$ cat src/rtl/imul_pkg.sv
package imul_pkg;
  localparam logic [6:0] FN_MULL  = 7'h00;
  localparam logic [6:0] FN_MULQ  = 7'h20;
  localparam logic [6:0] FN_UMULH = 7'h30;
  localparam logic [6:0] FN_MULLV = 7'h40;
  localparam logic [6:0] FN_MULQV = 7'h60;

  typedef enum logic [2:0] {
    K_MULL, K_MULQ, K_UMULH, K_MULLV, K_MULQV, K_NONE
  } mul_kind_e;

  typedef enum logic [1:0] {S_IDLE, S_RUN, S_FIN} mul_state_e;
endpackage

$ cat src/rtl/imul_decode.sv
module imul_decode
  import imul_pkg::*;
#(
  parameter int unsigned XLEN = 64
) (
  input  logic [6:0]      func_i,
  input  logic [XLEN-1:0] a_i,
  input  logic [XLEN-1:0] b_i,
  output mul_kind_e       kind_o,
  output logic [XLEN-1:0] op_a_o,
  output logic [XLEN-1:0] op_b_o
);
  localparam int unsigned HALF = XLEN / 2;

  logic long_form;

  always_comb begin
    unique case (func_i)
      FN_MULL:  kind_o = K_MULL;
      FN_MULQ:  kind_o = K_MULQ;
      FN_UMULH: kind_o = K_UMULH;
      FN_MULLV: kind_o = K_MULLV;
      FN_MULQV: kind_o = K_MULQV;
      default:  kind_o = K_NONE;
    endcase
  end

  assign long_form = (kind_o == K_MULL) || (kind_o == K_MULLV);

  // longword forms see only the sign-extended low halves
  assign op_a_o = long_form ? {{HALF{a_i[HALF-1]}}, a_i[HALF-1:0]} : a_i;
  assign op_b_o = long_form ? {{HALF{b_i[HALF-1]}}, b_i[HALF-1:0]} : b_i;
endmodule

$ cat src/rtl/imul_core.sv
module imul_core #(
  parameter int unsigned XLEN = 64,
  parameter int unsigned STEP = 2
) (
  input  logic            clk_i,
  input  logic            rst_ni,
  input  logic            load_i,
  input  logic            run_i,
  input  logic [XLEN-1:0] a_i,
  input  logic [XLEN-1:0] b_i,
  output logic            last_o,
  output logic [XLEN-1:0] hi_o,
  output logic [XLEN-1:0] lo_o
);
  localparam int unsigned NSTEPS = XLEN / STEP;
  localparam int unsigned CW     = $clog2(NSTEPS) + 1;
  localparam logic [CW-1:0] LAST = CW'(NSTEPS - 1);

  logic [XLEN-1:0] mcand_q, hi_q, lo_q;
  logic [CW-1:0]   cnt_q;

  logic [XLEN-1:0] hi_s [STEP+1];
  logic [XLEN-1:0] lo_s [STEP+1];

  assign hi_s[0] = hi_q;
  assign lo_s[0] = lo_q;

  // STEP chained add-and-shift stages per cycle
  for (genvar g = 0; g < STEP; g++) begin : g_stage
    logic [XLEN:0] sum;
    assign sum = {1'b0, hi_s[g]} + (lo_s[g][0] ? {1'b0, mcand_q} : '0);
    assign hi_s[g+1] = sum[XLEN:1];
    assign lo_s[g+1] = {sum[0], lo_s[g][XLEN-1:1]};
  end

  always_ff @(posedge clk_i or negedge rst_ni) begin
    if (!rst_ni) begin
      mcand_q <= '0;
      hi_q    <= '0;
      lo_q    <= '0;
      cnt_q   <= '0;
    end else if (load_i) begin
      mcand_q <= a_i;
      hi_q    <= '0;
      lo_q    <= b_i;
      cnt_q   <= '0;
    end else if (run_i) begin
      hi_q  <= hi_s[STEP];
      lo_q  <= lo_s[STEP];
      cnt_q <= cnt_q + 1'b1;
    end
  end

  assign last_o = run_i && (cnt_q == LAST);
  assign hi_o   = hi_q;
  assign lo_o   = lo_q;


  cnt_range_chk: assert property (@(posedge clk_i) disable iff (!rst_ni)
    run_i |-> (cnt_q <= LAST));


  load_idle_chk: assert property (@(posedge clk_i) disable iff (!rst_ni)
    load_i |-> !run_i);
endmodule

$ cat src/rtl/imul_finish.sv
module imul_finish
  import imul_pkg::*;
#(
  parameter int unsigned XLEN = 64
) (
  input  mul_kind_e       kind_i,
  input  logic [XLEN-1:0] op_a_i,
  input  logic [XLEN-1:0] op_b_i,
  input  logic [XLEN-1:0] hi_i,
  input  logic [XLEN-1:0] lo_i,
  output logic [XLEN-1:0] result_o,
  output logic            ovf_o
);
  localparam int unsigned HALF = XLEN / 2;

  logic [XLEN-1:0] hi_signed;
  logic [HALF:0]   long_top;
  logic [XLEN-1:0] long_res;
  logic            long_ovf, quad_ovf;

  // unsigned-to-signed correction of the upper half
  assign hi_signed = hi_i - (op_a_i[XLEN-1] ? op_b_i : '0)
                          - (op_b_i[XLEN-1] ? op_a_i : '0);

  assign long_top = lo_i[XLEN-1:HALF-1];
  assign long_ovf = (long_top != '0) && (long_top != '1);
  assign quad_ovf = !(((hi_signed == '0) && !lo_i[XLEN-1]) ||
                      ((hi_signed == '1) &&  lo_i[XLEN-1]));
  assign long_res = {{HALF{lo_i[HALF-1]}}, lo_i[HALF-1:0]};

  always_comb begin
    result_o = '0;
    ovf_o    = 1'b0;
    unique case (kind_i)
      K_MULL:  result_o = long_res;
      K_MULLV: begin result_o = long_res; ovf_o = long_ovf; end
      K_MULQ:  result_o = lo_i;
      K_MULQV: begin result_o = lo_i; ovf_o = quad_ovf; end
      K_UMULH: result_o = hi_i;
      default: ;
    endcase
  end
endmodule

$ cat src/rtl/iter_mul.sv
module iter_mul
  import imul_pkg::*;
#(
  parameter int unsigned XLEN = 64,
  parameter int unsigned STEP = 2
) (
  input  logic            clk_i,
  input  logic            rst_ni,
  input  logic            start_i,
  input  logic [6:0]      func_i,
  input  logic [XLEN-1:0] a_i,
  input  logic [XLEN-1:0] b_i,
  output logic            busy_o,
  output logic            done_o,
  output logic [XLEN-1:0] result_o,
  output logic            ovf_o
);
  mul_state_e      state_q;
  mul_kind_e       kind_d, kind_q;
  logic [XLEN-1:0] op_a_d, op_b_d, op_a_q, op_b_q;
  logic [XLEN-1:0] prod_hi, prod_lo, fin_res;
  logic            fin_ovf, last, accept;
  logic            done_q, ovf_q;
  logic [XLEN-1:0] result_q;

  assign accept = (state_q == S_IDLE) && start_i;

  imul_decode #(.XLEN(XLEN)) u_dec (
    .func_i (func_i),
    .a_i    (a_i),
    .b_i    (b_i),
    .kind_o (kind_d),
    .op_a_o (op_a_d),
    .op_b_o (op_b_d)
  );

  imul_core #(.XLEN(XLEN), .STEP(STEP)) u_core (
    .clk_i  (clk_i),
    .rst_ni (rst_ni),
    .load_i (accept),
    .run_i  (state_q == S_RUN),
    .a_i    (op_a_d),
    .b_i    (op_b_d),
    .last_o (last),
    .hi_o   (prod_hi),
    .lo_o   (prod_lo)
  );

  imul_finish #(.XLEN(XLEN)) u_fin (
    .kind_i   (kind_q),
    .op_a_i   (op_a_q),
    .op_b_i   (op_b_q),
    .hi_i     (prod_hi),
    .lo_i     (prod_lo),
    .result_o (fin_res),
    .ovf_o    (fin_ovf)
  );

  always_ff @(posedge clk_i or negedge rst_ni) begin
    if (!rst_ni) begin
      state_q  <= S_IDLE;
      kind_q   <= K_NONE;
      op_a_q   <= '0;
      op_b_q   <= '0;
      done_q   <= 1'b0;
      ovf_q    <= 1'b0;
      result_q <= '0;
    end else begin
      done_q <= 1'b0;
      unique case (state_q)
        S_IDLE: if (accept) begin
          state_q <= S_RUN;
          kind_q  <= kind_d;
          op_a_q  <= op_a_d;
          op_b_q  <= op_b_d;
        end
        S_RUN: if (last) state_q <= S_FIN;
        S_FIN: begin
          state_q  <= S_IDLE;
          result_q <= fin_res;
          ovf_q    <= fin_ovf;
          done_q   <= 1'b1;
        end
        default: state_q <= S_IDLE;
      endcase
    end
  end

  assign busy_o   = (state_q != S_IDLE);
  assign done_o   = done_q;
  assign result_o = result_q;
  assign ovf_o    = ovf_q;


  done_idle_chk: assert property (@(posedge clk_i) disable iff (!rst_ni)
    done_o |-> !busy_o);


  done_pulse_chk: assert property (@(posedge clk_i) disable iff (!rst_ni)
    done_o |=> !done_o);


  hold_busy_chk: assert property (@(posedge clk_i) disable iff (!rst_ni)
    busy_o |-> ($stable(result_o) && $stable(ovf_o)));


  start_ignore_chk: assert property (@(posedge clk_i) disable iff (!rst_ni)
    (state_q == S_RUN) && start_i |=> busy_o);


  no_overflow_chk: assert property (@(posedge clk_i) disable iff (!rst_ni)
    done_o && (kind_q != K_MULLV) && (kind_q != K_MULQV) |-> !ovf_o);
endmodule

$ cat config.mk
export PLATFORM = sky130hd
export DESIGN_NAME = iter_mul
export DESIGN_NICKNAME = d
export VERILOG_FILES = /design/src/rtl/imul_pkg.sv /design/src/rtl/imul_decode.sv /design/src/rtl/imul_core.sv /design/src/rtl/imul_finish.sv /design/src/rtl/iter_mul.sv
export SDC_FILE = /design/constraint.sdc
export NUM_CORES = 1
export LEC_CHECK = 0
export ABC_AREA = 1
export BUFFER_PORTS_ARGS = -buffer_cell sky130_fd_sc_hd__buf_2
export CELL_PAD_IN_SITES_DETAIL_PLACEMENT = 0
export CELL_PAD_IN_SITES_GLOBAL_PLACEMENT = 1
export CORE_MARGIN = 1.5
export CORE_UTILIZATION = 45
export CTS_CLUSTER_SIZE = 12
export DETAILED_ROUTE_END_ITERATION = 6
export PLACE_DENSITY = 0.93
export SKIP_CTS_REPAIR_TIMING = 1
export SLEW_MARGIN = 10
export SYNTH_ARGS = -nofsm -noshare
export SYNTH_HDL_FRONTEND = slang
export SYNTH_HIERARCHICAL = 1
export SYNTH_SLANG_ARGS = --single-unit
export TNS_END_PERCENT = 5
$ cat constraint.sdc
create_clock -name clk_i -period 5.3 [get_ports clk_i]
set_input_delay 0.795 -clock clk_i [delete_from_list [all_inputs] [get_ports clk_i]]
set_output_delay 0.795 -clock clk_i [all_outputs]
set_load 0.1 [all_outputs]
==> results of run 1 <==
[area by class of cell]
type,instances,area [um2]
Antenna cell,1,2.50
Clock buffer,67,1390
Clock inverter,25,236
Fill cell,9023,42100
Inverter,1175,4410
Multi-Input combinational cell,4602,22800
Sequential cell,397,9940
Tap cell,1134,1420
Timing Repair Buffer,280,1700
[worst max-delay path, stage by stage (launching register included)]
cell and delay, ns:
dfrtp_2 0.80, buf_12 0.28, nand2_1 0.07, inv_1 0.06, ha_1 0.28, a21oi_1 0.27, inv_1 0.06, a21oi_1 0.26
nand2_1 0.15, a21oi_1 0.23, inv_1 0.07, nand2_1 0.16, nand3_1 0.10, nand2_1 0.07, nand2_1 0.05, ha_1 0.39
nand2_1 0.15, nor2_2 0.19, nand3_1 0.23, nor3_1 0.46, nand3_1 0.15, nand2_1 0.09, nand2_1 0.06, nand2_1 0.10
[registers in the layout, summed over array words and instances, names as in the netlist]
name,count
done_o,1
kind_q,3
op_a_q,64
op_b_q,64
ovf_o,1
result_o,64
state_q,2
u_core/cnt_q,6
u_core/hi_o,64
u_core/lo_o,64
u_core/mcand_q,64
[cell usage in the layout (no fill, tap or decap), drive strengths merged, types with 3 or more instances in the layout]
master	synthesis	final
nand4	64	64
nor2	465	465
and2	7	7
o22ai	37	37
ha	195	195
nor3	43	43
xnor2	29	29
nand3b	25	25
clkinv	6	17
a22oi	4	4
nor4	16	16
a21boi	6	6
o221ai	85	85
a21oi	203	203
clkbuf	90	67
inv	1169	1176
clkinvlp	0	5
xor2	36	36
o21bai	16	16
dfrtp	395	395
o21ai	121	121
buf	134	280
fa	65	65
nand2	2809	2809
o211ai	3	3
nand3	366	366
[logic make-up after synthesis]
group                      count (synthesis)
AOI/OAI and AO/OA                        481
xor gates and xnor gates                  65
DFF                                      397
buffers and inverters                   1399
adders and majority gates                260
and+or+nand+nor                         3796
[through the flow]
stage / cell area [um2] / util, % / hold slack, ns
6_report: 41900 / 49.9 / 0.202
3_3_place_gp: 40300 / 47.9 / 0.454
2_1_floorplan: 38400 / - / 0.434
3_5_place_dp: 40300 / 47.9 / 0.458
4_1_cts: 41900 / 49.9 / 0.196
5_1_grt: 41900 / 49.9 / 0.260
[synth_stat cells, types with 3 or more instances]
| cell | instances | area share (%) |
|---|---|---|
| o22ai_1 | 37 | 0.60 |
| nor2_1 | 408 | 4.0 |
| inv_2 | 42 | 0.41 |
| nor2_2 | 48 | 0.78 |
| dfrtp_1 | 395 | 26 |
| o21ai_0 | 96 | 1.3 |
| o221ai_1 | 85 | 1.9 |
| o21ai_1 | 24 | 0.31 |
| clkinv_1 | 6 | 0.059 |
| xnor2_1 | 29 | 0.66 |
| buf_2 | 42 | 0.55 |
| nor3_1 | 31 | 0.40 |
| clkbuf_1 | 90 | 0.88 |
| buf_1 | 16 | 0.16 |
| nand4_1 | 62 | 1.0 |
| buf_4 | 64 | 1.3 |
| nor2_4 | 9 | 0.26 |
| nor3_2 | 11 | 0.29 |
| nand3_1 | 352 | 4.6 |
| nand2_1 | 2743 | 27 |
| nor4_2 | 4 | 0.13 |
| nand3_2 | 13 | 0.34 |
| nor4_1 | 12 | 0.20 |
| inv_1 | 1127 | 11 |
| nand3b_1 | 23 | 0.45 |
| ha_1 | 195 | 6.4 |
| and2_1 | 7 | 0.11 |
| fa_1 | 65 | 3.4 |
| buf_6 | 12 | 0.35 |
| o21bai_1 | 15 | 0.29 |
| a21boi_0 | 5 | 0.098 |
| a21oi_1 | 202 | 2.6 |
| a22oi_1 | 4 | 0.078 |
| xor2_1 | 36 | 0.82 |
| o211ai_1 | 3 | 0.059 |
| nand2_2 | 64 | 1.0 |
[routing by layer]
| layer | up-vias | share of wire, % |
|---|---|---|
| met5 | - | 0.042 |
| met4 | 8 | 4.6 |
| met3 | 321 | 9.1 |
| met1 | 19000 | 42 |
| li1 | 19700 | - |
| met2 | 1661 | 44 |
[worst max path at each step]
stage | end | cells after the start | slack [ns]
after global routing | u_core/hi_o[60] | 25 | 0.15
after global placement | u_core/hi_o[57] | 25 | 0.53
after CTS | u_core/hi_o[63] | 23 | 0.53
after floorplan | u_core/hi_o[47] | 27 | 1.52
after detailed placement | u_core/hi_o[63] | 23 | 0.56
final | u_core/hi_o[63] | 23 | 0.48
==> impl_metrics.json, run 1 <==
{
  "ys_types": 51,
  "grt_pass1_vias": 38900,
  "clk_pin_slew_ns": 0.08,
  "fp.dieH_um": 295,
  "maxSlewViolCount": 0,
  "ff2ff_path_depth": 23,
  "skew_ns": 0.0472,
  "syn_area_per_cell_um2": 6.00,
  "status": "completed",
  "synth-xor-area-share_pct": 1.48,
  "hpwl_mm": 130,
  "globalRouteMet1Util_pct": 47.6,
  "wl_per_cell_um": 20.7,
  "antenna_left": 0,
  "fin_cells": 7681,
  "fin_ws_ns": 0.481,
  "r2r-end": "u_core/hi_o[63]",
  "max_cap_viol_count": 0,
  "yosys.area_share.adder_pct": 9.75,
  "htree_levels": 2,
  "r2r_start": "u_core/lo_o[0]",
  "coreArea_um2": 84100,
  "start_util_pct": 45.7,
  "critPathCaptureType": "register",
  "grt_overflow": 0,
  "grt_first_pass_wirelength_mm": 234,
  "cts_root_buffer": "clkbuf_16",
  "io_buffer_count": 204,
  "synthCells": 6398,
  "synth-edff-count": 0,
  "start_kind": "register",
  "gr-usage-met3_pct": 8.01,
  "route.detailed.drc": 0,
  "critPathKind": "register to register",
  "dp.cells": 7588,
  "critPathLaunch": "u_core/lo_o[0]",
  "ioPinCount": 205,
  "clock_path_buffers": 3,
  "rsz0062_at_grt": "no",
  "critical_path_arrival_ns": 5.38,
  "synth_ff_type": "dfrtp_1",
  "clk_latency_ns": 0.66,
  "pre_cts_ws_ns": 0.560,
  "synth_simple_gate_area_share_pct": 40.7,
  "layout.nets": 6903,
  "cts_buffers": 49,
  "syn_to_final_growth_pct": 9.27,
  "fin_crit_ns": 4.82,
  "cts.sinks": 397,
  "gr-usage-all-layers_pct": 36.0,
  "synth_warnings": 6,
  "synth-compound-area-share_pct": 7.50,
  "synth.cell_area_um2": 38400,
  "worst_pin_slew_ns": 1.15,
  "dieWidth_um": 295,
  "synthMuxAreaShare_pct": 0,
  "syn_nets": 6796,
  "cts_tree": "yes",
  "antenna_found_initial": 4,
  "setup_tns_ns": 0,
  "setup_viol": 0,
  "met2_usage_pct": 57.0,
  "fin_crit_sh_pct": 90.9,
  "rows": 106,
  "grt_max_degree": 128,
  "dr.pass1.iters": 6,
  "fmax_ghz": 0.208,
  "vias": 40700,
  "yosysSeqAreaShare_pct": 25.9,
  "gp_congestion": 1.07,
  "ys_seq_elements": 397,
  "dieArea_um2": 87100,
  "crit_required_ns": 5.86,
  "slew-limit-headroom_pct": 23.0,
  "viasPerCell": 5.30,
  "hold_class": "primary input to asynchronous set/reset pin",
  "async_reset_ff_share_pct": 100,
  "ff2ff_setup_slack_ns": 0.48,
  "synth_top_family_by_area": "simple AND/OR/NAND/NOR gates",
  "wl_mm": 159,
  "hold_violations": 0,
  "busiest_layer": "met2",
  "critPathMaxFanout": 34,
  "drtIter0Drc": 4308,
  "drive_gt1_share_pct": 8.86
}
Power of run 1 is not shown: default switching activity piles up to over one toggle a cycle in this logic, so the estimate is an artifact.
==> inputs of run 2 (changes only) <==
--- a/config.mk
+++ b/config.mk
@@ -14,6 +14,7 @@
 export CTS_CLUSTER_SIZE = 12
 export DETAILED_ROUTE_END_ITERATION = 6
 export PLACE_DENSITY = 0.93
+export REMOVE_ABC_BUFFERS = 1
 export SKIP_CTS_REPAIR_TIMING = 1
 export SLEW_MARGIN = 10
 export SYNTH_ARGS = -nofsm -noshare
==> impl_metrics.json, run 2 (synthesized netlist as in run 1, its figures left out) <==
{
  "crit_required_ns": 5.81,
  "viasPerCell": 5.35,
  "htree_levels": 2,
  "r2r_start": "u_core/lo_o[0]",
  "max_cap_viol_count": 0,
  "dp.cells": 7603,
  "grt_max_degree": 133,
  "critical_path.max_stage_delay_ns": 0.74,
  "final_util_pct": 50.0,
  "cts_tree": "yes",
  "fin_cells": 7694,
  "fin_hold_ws_ns": 0.223,
  "clk_latency_ns": 0.63,
  "start_util_pct": 45.7,
  "fmax_ghz": 0.207,
  "start_kind": "register",
  "critPathMaxFanout": 32,
  "crit_chain": "buf_12 > nand2_1 > inv_1 > ha_1 > a21oi_1 > o21ai_0 > a21oi_1 > nor2_1 > nor2_1 > nand3_1 > xor2_1 > ha_1 > buf_4 > nand2_1 > nor2_1 > inv_1 > nor3_2 > nand2_1 > nor2_1 > nand2_1 > nand2_1 > nand2_1 > nand3_1 > nand2_1",
  "cts_root_buffer": "clkbuf_16",
  "skew_ns": 0.0274,
  "critPathLaunch": "u_core/lo_o[0]",
  "status": "completed",
  "layout.nets": 6918,
  "dieWidth_um": 295,
  "wl_mm": 162,
  "cts_buffers": 49,
  "fin_crit_sh_pct": 91.2,
  "clock_path_buffers": 3,
  "syn_to_final_growth_pct": 9.54,
  "fp.dieH_um": 295,
  "rsz0062_at_grt": "no",
  "route.detailed.drc": 0,
  "slew-limit-headroom_pct": 15.5,
  "antenna_left": 0,
  "fin_crit_ns": 4.83,
  "dieArea_um2": 87100,
  "hold_class": "primary input to asynchronous set/reset pin",
  "worst_pin_slew_ns": 1.26,
  "dr.pass1.iters": 6,
  "cts.sinks": 397,
  "nFillCells": 9048,
  "hold_violations": 0,
  "vias": 41100,
  "drive_gt1_share_pct": 9.01,
  "critical_path_arrival_ns": 5.35,
  "wl_per_cell_um": 21.0,
  "rows": 106,
  "setup_viol": 0,
  "grt_first_pass_wirelength_mm": 238,
  "hpwl_mm": 131,
  "drtIter0Drc": 4605,
  "antenna_found_initial": 2,
  "clk_pin_slew_ns": 0.06,
  "io_buffer_count": 204,
  "gr-usage-all-layers_pct": 36.8,
  "critPathCaptureType": "register",
  "grt_pass1_vias": 38500,
  "cp_common_cell": "nand2_1",
  "grt_overflow": 0,
  "coreArea_um2": 84100,
  "critPathSlowestCell": "dfrtp_2",
  "maxSlewViolCount": 0,
  "gp_congestion": 1.06,
  "critPathKind": "register to register",
  "ioPinCount": 205,
  "final_cell_mix": "2742 x nand2_1, 1125 x inv_1, 408 x nor2_1",
  "final_common_cell": "nand2_1"
}
==> run 2: metal layers <==
layer  track usage (%)  routed length, um  up-vias
met5                 0                  0        -
met4              16.2               8090        0
li1                  -                  -    19700
met1              49.4              67600    19300
met3              7.46              15700      300
met2              57.2              70100     1866
==> run 2: critical path, delay by kind of cell (launching register included) <==
kind                     cells  cell delay, ns
AO/OA/AOI/OAI                3            0.68
XOR/XNOR                     1            0.23
adder cells (fa/ha/maj)      2            0.64
buffers and inverters        4            0.57
flip-flops                   1            0.74
AND/OR/NAND/NOR             14            1.87
==> run 2: final cells by class <==
class	instances	area, um2	share of cell area (%)
multi-input cells	4602	22800	54.3
clock buffers	65	1360	3.23
flip-flops and latches	397	9940	23.6
well taps	1134	1420	3.37
inverters	1175	4410	10.5
repair buffers	295	1820	4.32
clock inverters	24	254	0.604
diodes	2	5.00	0.0119
==> run 2: metrics by stage <==
step | setup TNS [ns] | cell area (um2) | setup WS, ns
final | 0 | 42100 | 0.465
after global routing | 0 | 42100 | 0.268
after CTS | 0 | 42000 | 0.630
after detailed placement | 0 | 40400 | 0.645
after global placement | 0 | 40400 | 0.627
after floorplan | -369.41 | 37200 | -2.15
==> run 2: final timing paths <==
path | to | slack, ns | depth (start not counted)
worst max-delay path | u_core/hi_o[61] | 0.47 | 24
worst min-delay path | u_core/hi_o[8] | 0.22 | 1
worst max register to register | u_core/hi_o[61] | 0.47 | 24
worst min register to register | op_b_q[29] | 0.47 | 2
max in group asynchronous | op_b_q[63] | 3.73 | 2
min in group clk_i | u_core/lo_o[2] | 0.39 | 3
Power of run 2 is left out for the same reason.
